## config.mk

```make
export PLATFORM = sky130hd
export DESIGN_NAME = hotswap_breaker
export DESIGN_NICKNAME = d
export VERILOG_FILES = /design/src/rtl/hsb_pkg.sv /design/src/rtl/hsb_sync.sv /design/src/rtl/hsb_qsel.sv /design/src/rtl/hsb_fsm.sv /design/src/rtl/hsb_sticky.sv /design/src/rtl/hotswap_breaker.sv
export SDC_FILE = /design/constraint.sdc
export NUM_CORES = 1
export LEC_CHECK = 0
export BUFFER_PORTS_ARGS = -buffer_cell sky130_fd_sc_hd__buf_2
export CAP_MARGIN = 20
export CORE_MARGIN = 5
export CORE_UTILIZATION = 52
export CTS_CLUSTER_DIAMETER = 40
export DETAILED_ROUTE_END_ITERATION = 8
export GPL_ROUTABILITY_DRIVEN = 0
export PLACE_DENSITY = 0.85
export SKIP_CTS_REPAIR_TIMING = 1
export SLEW_MARGIN = 20
export SYNTH_ARGS = -nofsm -noshare
export SYNTH_HDL_FRONTEND = slang
export SYNTH_HIERARCHICAL = 1
export SYNTH_SLANG_ARGS = --single-unit
```

## constraint.sdc

```tcl
create_clock -name clk -period 2.49 [get_ports clk]
set_input_delay 0.3735 -clock clk [delete_from_list [all_inputs] [get_ports clk]]
set_output_delay 0.3735 -clock clk [all_outputs]
set_load 0.01 [all_outputs]
```

## src/rtl/hsb_pkg.sv

```systemverilog
package hsb_pkg;

  typedef enum logic [2:0] {
    ST_IDLE = 3'd0,
    ST_ON   = 3'd1,
    ST_REG  = 3'd2,
    ST_WAIT = 3'd3,
    ST_HOLD = 3'd4
  } hsb_state_e;

  localparam int unsigned QLVL = 3;

  typedef enum logic [1:0] {
    QSEL_LOW  = 2'b00,
    QSEL_MID  = 2'b01,
    QSEL_HIGH = 2'b10,
    QSEL_OFF  = 2'b11
  } hsb_qsel_e;

endpackage

```

## src/rtl/hsb_sync.sv

```systemverilog
module hsb_sync #(
  parameter int unsigned W      = 1,
  parameter int unsigned STAGES = 2
) (
  input  logic         clk,
  input  logic         rst_n,
  input  logic [W-1:0] d,
  output logic [W-1:0] q
);
  logic [W-1:0] stage_q [STAGES];

  always_ff @(posedge clk or negedge rst_n) begin
    if (!rst_n) stage_q[0] <= '0;
    else        stage_q[0] <= d;
  end

  for (genvar s = 1; s < STAGES; s++) begin : g_stage
    always_ff @(posedge clk or negedge rst_n) begin
      if (!rst_n) stage_q[s] <= '0;
      else        stage_q[s] <= stage_q[s-1];
    end
  end

  assign q = stage_q[STAGES-1];
endmodule

```

## src/rtl/hsb_qsel.sv

```systemverilog
module hsb_qsel
  import hsb_pkg::*;
(
  input  logic [QLVL-1:0] quick_s,
  input  logic [1:0]      sel,
  output logic            hit
);
  logic [QLVL-1:0] mask;

  for (genvar i = 0; i < QLVL; i++) begin : g_mask
    assign mask[i] = (sel == 2'(i));
  end

  assign hit = |(quick_s & mask);
endmodule

```

## src/rtl/hsb_fsm.sv

```systemverilog
module hsb_fsm
  import hsb_pkg::*;
#(
  parameter int unsigned CNT_W = 16
) (
  input  logic             clk,
  input  logic             rst_n,
  input  logic             en_s,
  input  logic             over_s,
  input  logic             qt_hit,
  input  logic [CNT_W-1:0] cfg_filt_dly,
  input  logic             cfg_reg_en,
  input  logic [CNT_W-1:0] cfg_reg_tmo,
  input  logic             cfg_latched,
  input  logic [CNT_W-1:0] cfg_retry_dly,
  output hsb_state_e       state_o,
  output logic             trip_o
);
  hsb_state_e       st_q, st_d;
  logic [CNT_W-1:0] cnt_q, cnt_d;
  hsb_state_e       trip_dest;

  assign trip_dest = cfg_latched ? ST_HOLD : ST_WAIT;

  always_comb begin
    st_d   = st_q;
    cnt_d  = cnt_q;
    trip_o = 1'b0;
    unique case (st_q)
      ST_IDLE: begin
        cnt_d = '0;
        if (en_s) st_d = ST_ON;
      end
      ST_ON: begin
        if (!en_s) begin
          st_d  = ST_IDLE;
          cnt_d = '0;
        end else if (qt_hit) begin
          st_d   = trip_dest;
          cnt_d  = '0;
          trip_o = 1'b1;
        end else if (over_s) begin
          if (cfg_reg_en) begin
            st_d  = ST_REG;
            cnt_d = '0;
          end else if (cnt_q == cfg_filt_dly) begin
            st_d   = trip_dest;
            cnt_d  = '0;
            trip_o = 1'b1;
          end else begin
            cnt_d = cnt_q + 1'b1;
          end
        end else begin
          cnt_d = '0;
        end
      end
      ST_REG: begin
        if (!en_s) begin
          st_d  = ST_IDLE;
          cnt_d = '0;
        end else if (qt_hit) begin
          st_d   = trip_dest;
          cnt_d  = '0;
          trip_o = 1'b1;
        end else if (!over_s) begin
          st_d  = ST_ON;
          cnt_d = '0;
        end else if (cnt_q == cfg_reg_tmo) begin
          st_d   = trip_dest;
          cnt_d  = '0;
          trip_o = 1'b1;
        end else begin
          cnt_d = cnt_q + 1'b1;
        end
      end
      ST_WAIT: begin
        if (!en_s) begin
          st_d  = ST_IDLE;
          cnt_d = '0;
        end else if (cnt_q == cfg_retry_dly) begin
          st_d  = ST_ON;
          cnt_d = '0;
        end else begin
          cnt_d = cnt_q + 1'b1;
        end
      end
      ST_HOLD: begin
        cnt_d = '0;
        if (!en_s) st_d = ST_IDLE;
      end
      default: begin
        st_d  = ST_IDLE;
        cnt_d = '0;
      end
    endcase
  end

  always_ff @(posedge clk or negedge rst_n) begin
    if (!rst_n) begin
      st_q  <= ST_IDLE;
      cnt_q <= '0;
    end else begin
      st_q  <= st_d;
      cnt_q <= cnt_d;
    end
  end

  assign state_o = st_q;
endmodule

```

## src/rtl/hsb_sticky.sv

```systemverilog
module hsb_sticky (
  input  logic clk,
  input  logic factory_clr_i,
  input  logic trip,
  input  logic cfg_pfl_en,
  output logic latched_o
);
  logic pfl_q;

  always_ff @(posedge clk) begin
    if (factory_clr_i)           pfl_q <= 1'b0;
    else if (trip && cfg_pfl_en) pfl_q <= 1'b1;
  end

  assign latched_o = pfl_q;
endmodule

```

## src/rtl/hotswap_breaker.sv

```systemverilog
module hotswap_breaker
  import hsb_pkg::*;
#(
  parameter int unsigned CNT_W = 16
) (
  input  logic             clk,
  input  logic             rst_n,
  input  logic             factory_clr_i,
  input  logic             enable_i,
  input  logic             over_i,
  input  logic [2:0]       quick_i,
  input  logic [CNT_W-1:0] cfg_filt_dly,
  input  logic [1:0]       cfg_quick_sel,
  input  logic             cfg_reg_en,
  input  logic [CNT_W-1:0] cfg_reg_tmo,
  input  logic             cfg_latched,
  input  logic [CNT_W-1:0] cfg_retry_dly,
  input  logic             cfg_pfl_en,
  output logic             gate_en_o,
  output logic             fault_n_o,
  output logic             reg_active_o
);
  localparam int unsigned SYNC_W = QLVL + 2;

  logic [SYNC_W-1:0] raw_in, sync_out;
  logic              en_s, over_s, qt_hit, trip, pfl_q;
  logic [QLVL-1:0]   quick_s;
  hsb_state_e        st_q;

  assign raw_in = {enable_i, over_i, quick_i};

  hsb_sync #(.W(SYNC_W), .STAGES(2)) u_sync (
    .clk(clk), .rst_n(rst_n), .d(raw_in), .q(sync_out)
  );

  assign en_s    = sync_out[SYNC_W-1];
  assign over_s  = sync_out[SYNC_W-2];
  assign quick_s = sync_out[QLVL-1:0];

  hsb_qsel u_qsel (.quick_s(quick_s), .sel(cfg_quick_sel), .hit(qt_hit));

  hsb_fsm #(.CNT_W(CNT_W)) u_fsm (
    .clk(clk), .rst_n(rst_n), .en_s(en_s), .over_s(over_s), .qt_hit(qt_hit),
    .cfg_filt_dly(cfg_filt_dly), .cfg_reg_en(cfg_reg_en),
    .cfg_reg_tmo(cfg_reg_tmo), .cfg_latched(cfg_latched),
    .cfg_retry_dly(cfg_retry_dly), .state_o(st_q), .trip_o(trip)
  );

  hsb_sticky u_sticky (
    .clk(clk), .factory_clr_i(factory_clr_i), .trip(trip),
    .cfg_pfl_en(cfg_pfl_en), .latched_o(pfl_q)
  );

  assign gate_en_o    = ((st_q == ST_ON) || (st_q == ST_REG)) && !pfl_q;
  assign fault_n_o    = !((st_q == ST_WAIT) || (st_q == ST_HOLD) || pfl_q);
  assign reg_active_o = (st_q == ST_REG) && !pfl_q;
endmodule

```

=== Yosys cells after proc, flatten, opt, wreduce, memory -nomap -nowiden ===
Cells that the tools add are included.
W data, S select, Z words.

* Eq/ne operators: 15
* Add/sub/neg operators: 1
* Multiplexer cells: 37
* Reductions and logical operators: 12
* Bitwise logic cells: 1

{| class="wikitable"
|+ Operators by type and width
! kind !! number
|-
| $mux W16 || 11
|-
| $eq A16 B16 Y1 || 3
|-
| $pmux W16 S3 || 1
|-
| $mux W3 || 14
|-
| $add A16 B1 Y16 const B || 1
|-
| $pmux W3 S5 || 1
|-
| $ne A5 B4 Y1 const B || 2
|-
| $mux W1 || 9
|-
| $eq A3 B2 Y1 const B || 2
|-
| $reduce_and A6 Y1 || 1
|-
| $ne A2 B2 Y1 const B || 2
|-
| $ne A4 B4 Y1 const B || 1
|-
| $and A3 B3 Y3 || 1
|-
| $eq A3 B1 Y1 const B || 1
|-
| $eq A3 B3 Y1 const B || 1
|-
| $logic_and A1 B1 Y1 || 3
|-
| $logic_not A3 Y1 || 1
|-
| $logic_or A1 B1 Y1 || 3
|-
| $ne A3 B2 Y1 const B || 1
|-
| $reduce_or A3 Y1 || 1
|-
| $eq A2 B1 Y1 const B || 1
|-
| $eq A2 B2 Y1 const B || 1
|-
| $logic_not A1 Y1 || 2
|-
| $logic_not A2 Y1 || 1
|-
| $pmux W1 S2 || 1
|}

* Input bits: 61
* Flip-flop bits (word level): 30
* Word-level logic and storage cells: 71

=== Depth between registers and ports, before layout ===
* Word-level depth: 8
* Depth in mapped cells: 9
* Gate-level depth less buffers: 8

=== Modules after synthesis ===
The synthesis kept the hierarchy.

{| class="wikitable"
|+ Modules (own cells, without submodules)
! module !! cells each !! instances !! area each (um^2) !! sequential area each (um^2)
|-
| hsb_fsm || 191 || 1 || 1,754.2 || 475.5
|-
| hsb_sync || 15 || 1 || 287.8 || 250.2
|-
| hotswap_breaker || 6 || 1 || 43.8 || 0.0
|-
| hsb_sticky || 3 || 1 || 28.8 || 20.0
|-
| hsb_qsel || 3 || 1 || 22.5 || 0.0
|}

=== Worst setup path after synthesis ===
No wires, ideal clock.

* Path type: reg2reg
* From: register u_fsm.cnt_q[1]
* To: register u_fsm.st_q[0] (netlist: u_fsm/state_o[0])
* Setup time: 125 ps
* Period minus slack after synthesis: 2,039 ps
* Arrival time: 1,914 ps
* Cell stages (with the launch flop): 8
* Path buffers: 1
* Setup slack: 451 ps
* Path through: dfrtp_1 > buf_2 > xnor2_1 > nand4_1 > nor4_2 > o32ai_2 > or3_4 > mux2_4

* Word-level cells in the longest chain between the ends: 3
* Elaborated cells between the ends (all ways): 7
* Those cells by class: 6 x eq/ne; 1 x reduce/logical

{| class="wikitable"
|+ Ends and longest elaborated chain
! element !! line !! text
|-
| start, declared || hsb_fsm.sv:20 || <nowiki>logic [CNT_W-1:0] cnt_q, cnt_d;</nowiki>
|-
| start signal, assigned || hsb_fsm.sv:104 || <nowiki>cnt_q <= cnt_d;</nowiki>
|-
| $eq A16 B16 Y1, on equally long branches || hsb_fsm.sv:68, hsb_fsm.sv:46, hsb_fsm.sv:80 ||
|-
| $ne A5 B4 Y1 (no line) or $ne A3 B2 Y1 (tied branches) || n/a ||
|-
| $reduce_and A6 Y1 (no line) (*) || n/a ||
|-
| end signal, assigned || hsb_fsm.sv:103 || <nowiki>st_q <= st_d;</nowiki>
|-
| end, declared || hsb_fsm.sv:19 || <nowiki>hsb_state_e st_q, st_d;</nowiki>
|}

Mark *: on every way between the ends. The rest lies on a longest branch, timed or not.
A chain may end at the register's enable or synchronous reset.

=== Worst setup path after layout ===
* From: register u_fsm.cnt_q[3]
* To: register u_fsm.st_q[0] (netlist: u_fsm/state_o[0])

Same word-level chain as after synthesis.

==> impl_metrics.py <==
metrics = {
    "job": {
        "maxCapViolations": 0,
    },
    "logic_synthesis": {
        "synth_nets": 280,
        "synth_edf_count": 0,
        "syn_inst": 218,
        "post-synth-top-area-cell": "dfrtp_1",
        "syn_avg_cell_area_um2": 9.80,
        "synth_area_um2": 2140,
        "ys.warnings.count": 6,
        "synth_area_leaders": "dfrtp_1 34%, xnor2_1 15%, xor2_1 9.8%",
        "synth_flop_cell": "dfrtp_1",
        "ys_seq_area_share_pct": 34.9,
        "synth_top_area_share_pct": 34.0,
        "ys_async_sr_fraction_pct": 96.7,
        "ys_ff_latch": 30,
        "synth_cell_types": 44,
    },
    "critical_path": {
        "crit_arrival_ns": 2.53,
        "worstPathRequired_ns": 2.66,
        "setup.worst_path.class": "flip-flop to flip-flop",
        "start_kind": "flip-flop",
        "endpoint_kind": "flip-flop",
        "crit_fanout": 6,
    },
    "power_and_ir_drop": {
        "p_int_uw": 974,
        "p_switching_uw": 437,
        "switching_share_pct": 31.0,
        "combPwrFrac_pct": 29.4,
        "peakVddDrop_mv": 0.468,
        "seqPwrFrac_pct": 42.5,
        "p_per_area_nw_per_um2": 572,
        "p_leak_nw": 1.10,
        "p_clk_share_pct": 28.1,
    },
    "clock_network": {
        "clk_pin_slew_ns": 0.07,
        "root_buffer": "clkbuf_8",
        "insertion_delay_ns": 0.28,
        "clock_path_buffers": 2,
        "cts_tree": "done",
        "h-tree-depth": 2,
        "cts.sinks": 30,
        "cts_buffers": 5,
    },
    "global_routing": {
        "grt_max_degree": 30,
        "track_usage_pct": 17.9,
        "grt_pass1_wl_mm": 7.49,
        "grt_pass1_vias": 1712,
        "antenna_found_initial": 0,
        "grt_overflow": 0,
    },
    "run_status": {
        "status": "finished, final reports clean",
    },
    "floorplanning": {
        "row_count": 23,
        "fp.dieArea_um2": 5490,
        "coreArea_um2": 4000,
        "die_w_um": 74.1,
        "start_util_pct": 53.4,
        "die_y_um": 74.1,
        "ios": 64,
    },
    "sta": {
        "fin_skew_ns": 0.00951,
        "slew_viol_final": 0,
        "tns_ns": 0,
        "rsz0062_at_grt": "no",
        "setup_viol_count_final": 0,
        "relSlewSlack_pct": 59.7,
        "worst_pin_slew_ns": 0.604,
        "min_period_ns": 2.36,
        "period_share_pct": 94.8,
        "fmax_mhz": 424,
        "hold_violations": 0,
    },
    "detailed_routing": {
        "drt_iter0_markers": 122,
        "avgRoutedWirePerCell_um": 15.1,
        "vias": 1721,
        "viasPerCell": 5.34,
        "dr.pass1.iters": 4,
        "wirelength_mm": 4.86,
        "drc": 0,
        "antenna_left": 0,
    },
    "final_layout": {
        "drive_above_1_share_pct": 34.2,
        "stdcell_area_um2": 2470,
        "area_growth_pct": 15.5,
        "final.fill_count": 313,
        "fin_nets": 333,
        "antenna_cells": 0,
    },
    "worst_hold_path": {
        "hold_class": "input pin to async pin",
    },
    "place": {
        "port_buffers": 63,
        "placed_area_um2": 2370,
        "dp_hpwl_mm": 3.78,
    },
}
## power by group through the flow
stage	Sequential [mW]	Clock [mW]	Combinational, mW
6_report	0.599	0.396	0.415
5_1_grt	0.609	0.426	0.456
4_1_cts	0.597	0.405	0.414
3_5_place_dp	0.607	0	0.411
3_3_place_gp	0.607	0	0.400
2_1_floorplan	0.569	0	0.318
## cell type report
class / instances / area, µm² / area share [%]
repair buffers: 68 / 353 / 14.3
flip-flops and latches: 30 / 746 / 30.2
inverters: 2 / 7.51 / 0.304
clock buffers: 7 / 86.3 / 3.50
well taps: 50 / 62.6 / 2.53
multi-input cells: 164 / 1210 / 49.0
clock inverters: 1 / 5.00 / 0.203
## cells in the mapped netlist (2+ instances only)
master    instances
buf_4             5
nand3_1           6
dfrtp_1          29
nand2_1           7
nor4_2            2
a21oi_1           6
buf_2             4
nor4_1            3
clkbuf_1          3
xnor2_1          36
xnor2_2           3
or2_2             2
nand4_1          12
inv_1             2
nor3_1            5
and3_1            3
mux2_4            2
xor2_1           24
nand3b_1          2
buf_6            10
nor3b_1           2
o21ai_0           3
nor2_1           26
## routing by layer
metal | vias to the layer above | GRT usage, % | routed length [µm] | part of all wire (%)
met1 | 794 | 20.9 | 1860 | 38
li1 | 830 | - | - | -
met3 | 19 | 3.78 | 430 | 8.9
met2 | 78 | 30.1 | 2350 | 48
met4 | 0 | 10.7 | 216 | 4.4
met5 | - | 0 | 0 | 0
## path summary, 6_finish.rpt
kind                                   start                 to  slack [ns]  cells past startpoint
min reg2reg                u_sync/stage_q[9]        u_sync/q[4]        0.35                      0
min                                    rst_n     u_fsm/cnt_q[4]         0.1                      1
max                           u_fsm/cnt_q[3]   u_fsm/state_o[0]        0.13                      6
max in group asynchronous              rst_n     u_fsm/cnt_q[3]        1.99                      1
min in group clk                  quick_i[1]  u_sync/stage_q[6]        0.20                      1
max reg2reg                   u_fsm/cnt_q[3]   u_fsm/state_o[0]        0.13                      6
## per-stage QoR
step / hold WS (ns) / setup WS (ns) / util, % / power [mW] / cells
floorplan: 0.0779 / 0.451 / - / 0.887 / 218
global placement: 0.332 / 0.0428 / 59.3 / 1.01 / 314
detailed placement: 0.335 / 0.0437 / 59.3 / 1.02 / 314
CTS: 0.118 / 0.0318 / 61.6 / 1.42 / 322
global route: 0.170 / 0.0521 / 61.7 / 1.49 / 322
finish: 0.0984 / 0.129 / 61.7 / 1.41 / 322
## flip-flops by register name, indices dropped and copies added, names as in the netlist
name	flops
u_fsm/state_o	3
u_sync/stage_q	5
u_sync/q	5
u_fsm/cnt_q	16
u_sticky/latched_o	1
## kinds of logic after synthesis
kind of cell               synth area share (%)
and+or+nand+nor                            21.4
xor gates and xnor gates                   26.9
DFF                                        34.9
buffers and inverters                      8.84
AOI/OAI and AO/OA                          4.98
muxes                                      2.40
adders and majority gates                 0.585
## critical path: stages (launching register included)
cell and delay [ns]:
dfrtp_1 0.49, xor2_1 0.21, nor4_2 0.40, nand4_1 0.20, and4b_4 0.26, or3_4 0.38, mux2_4 0.30
## cells in the final DEF, fill, tap and decap left out, types with 2 or more instances in the layout
cell	instances
nand3_1	6
xnor2_2	3
inv_1	2
nor3_1	5
mux2_4	2
buf_2	63
and3_1	3
buf_4	5
dfrtp_1	29
a21oi_1	6
nor3b_1	2
o21ai_0	3
xnor2_1	36
nand4_1	12
nand2_1	7
nor4_2	3
or2_2	2
xor2_1	24
nor2_1	26
nor4_1	2
nand3b_1	2
clkbuf_8	6
Note: power is estimated with default switching activity, not from simulation.
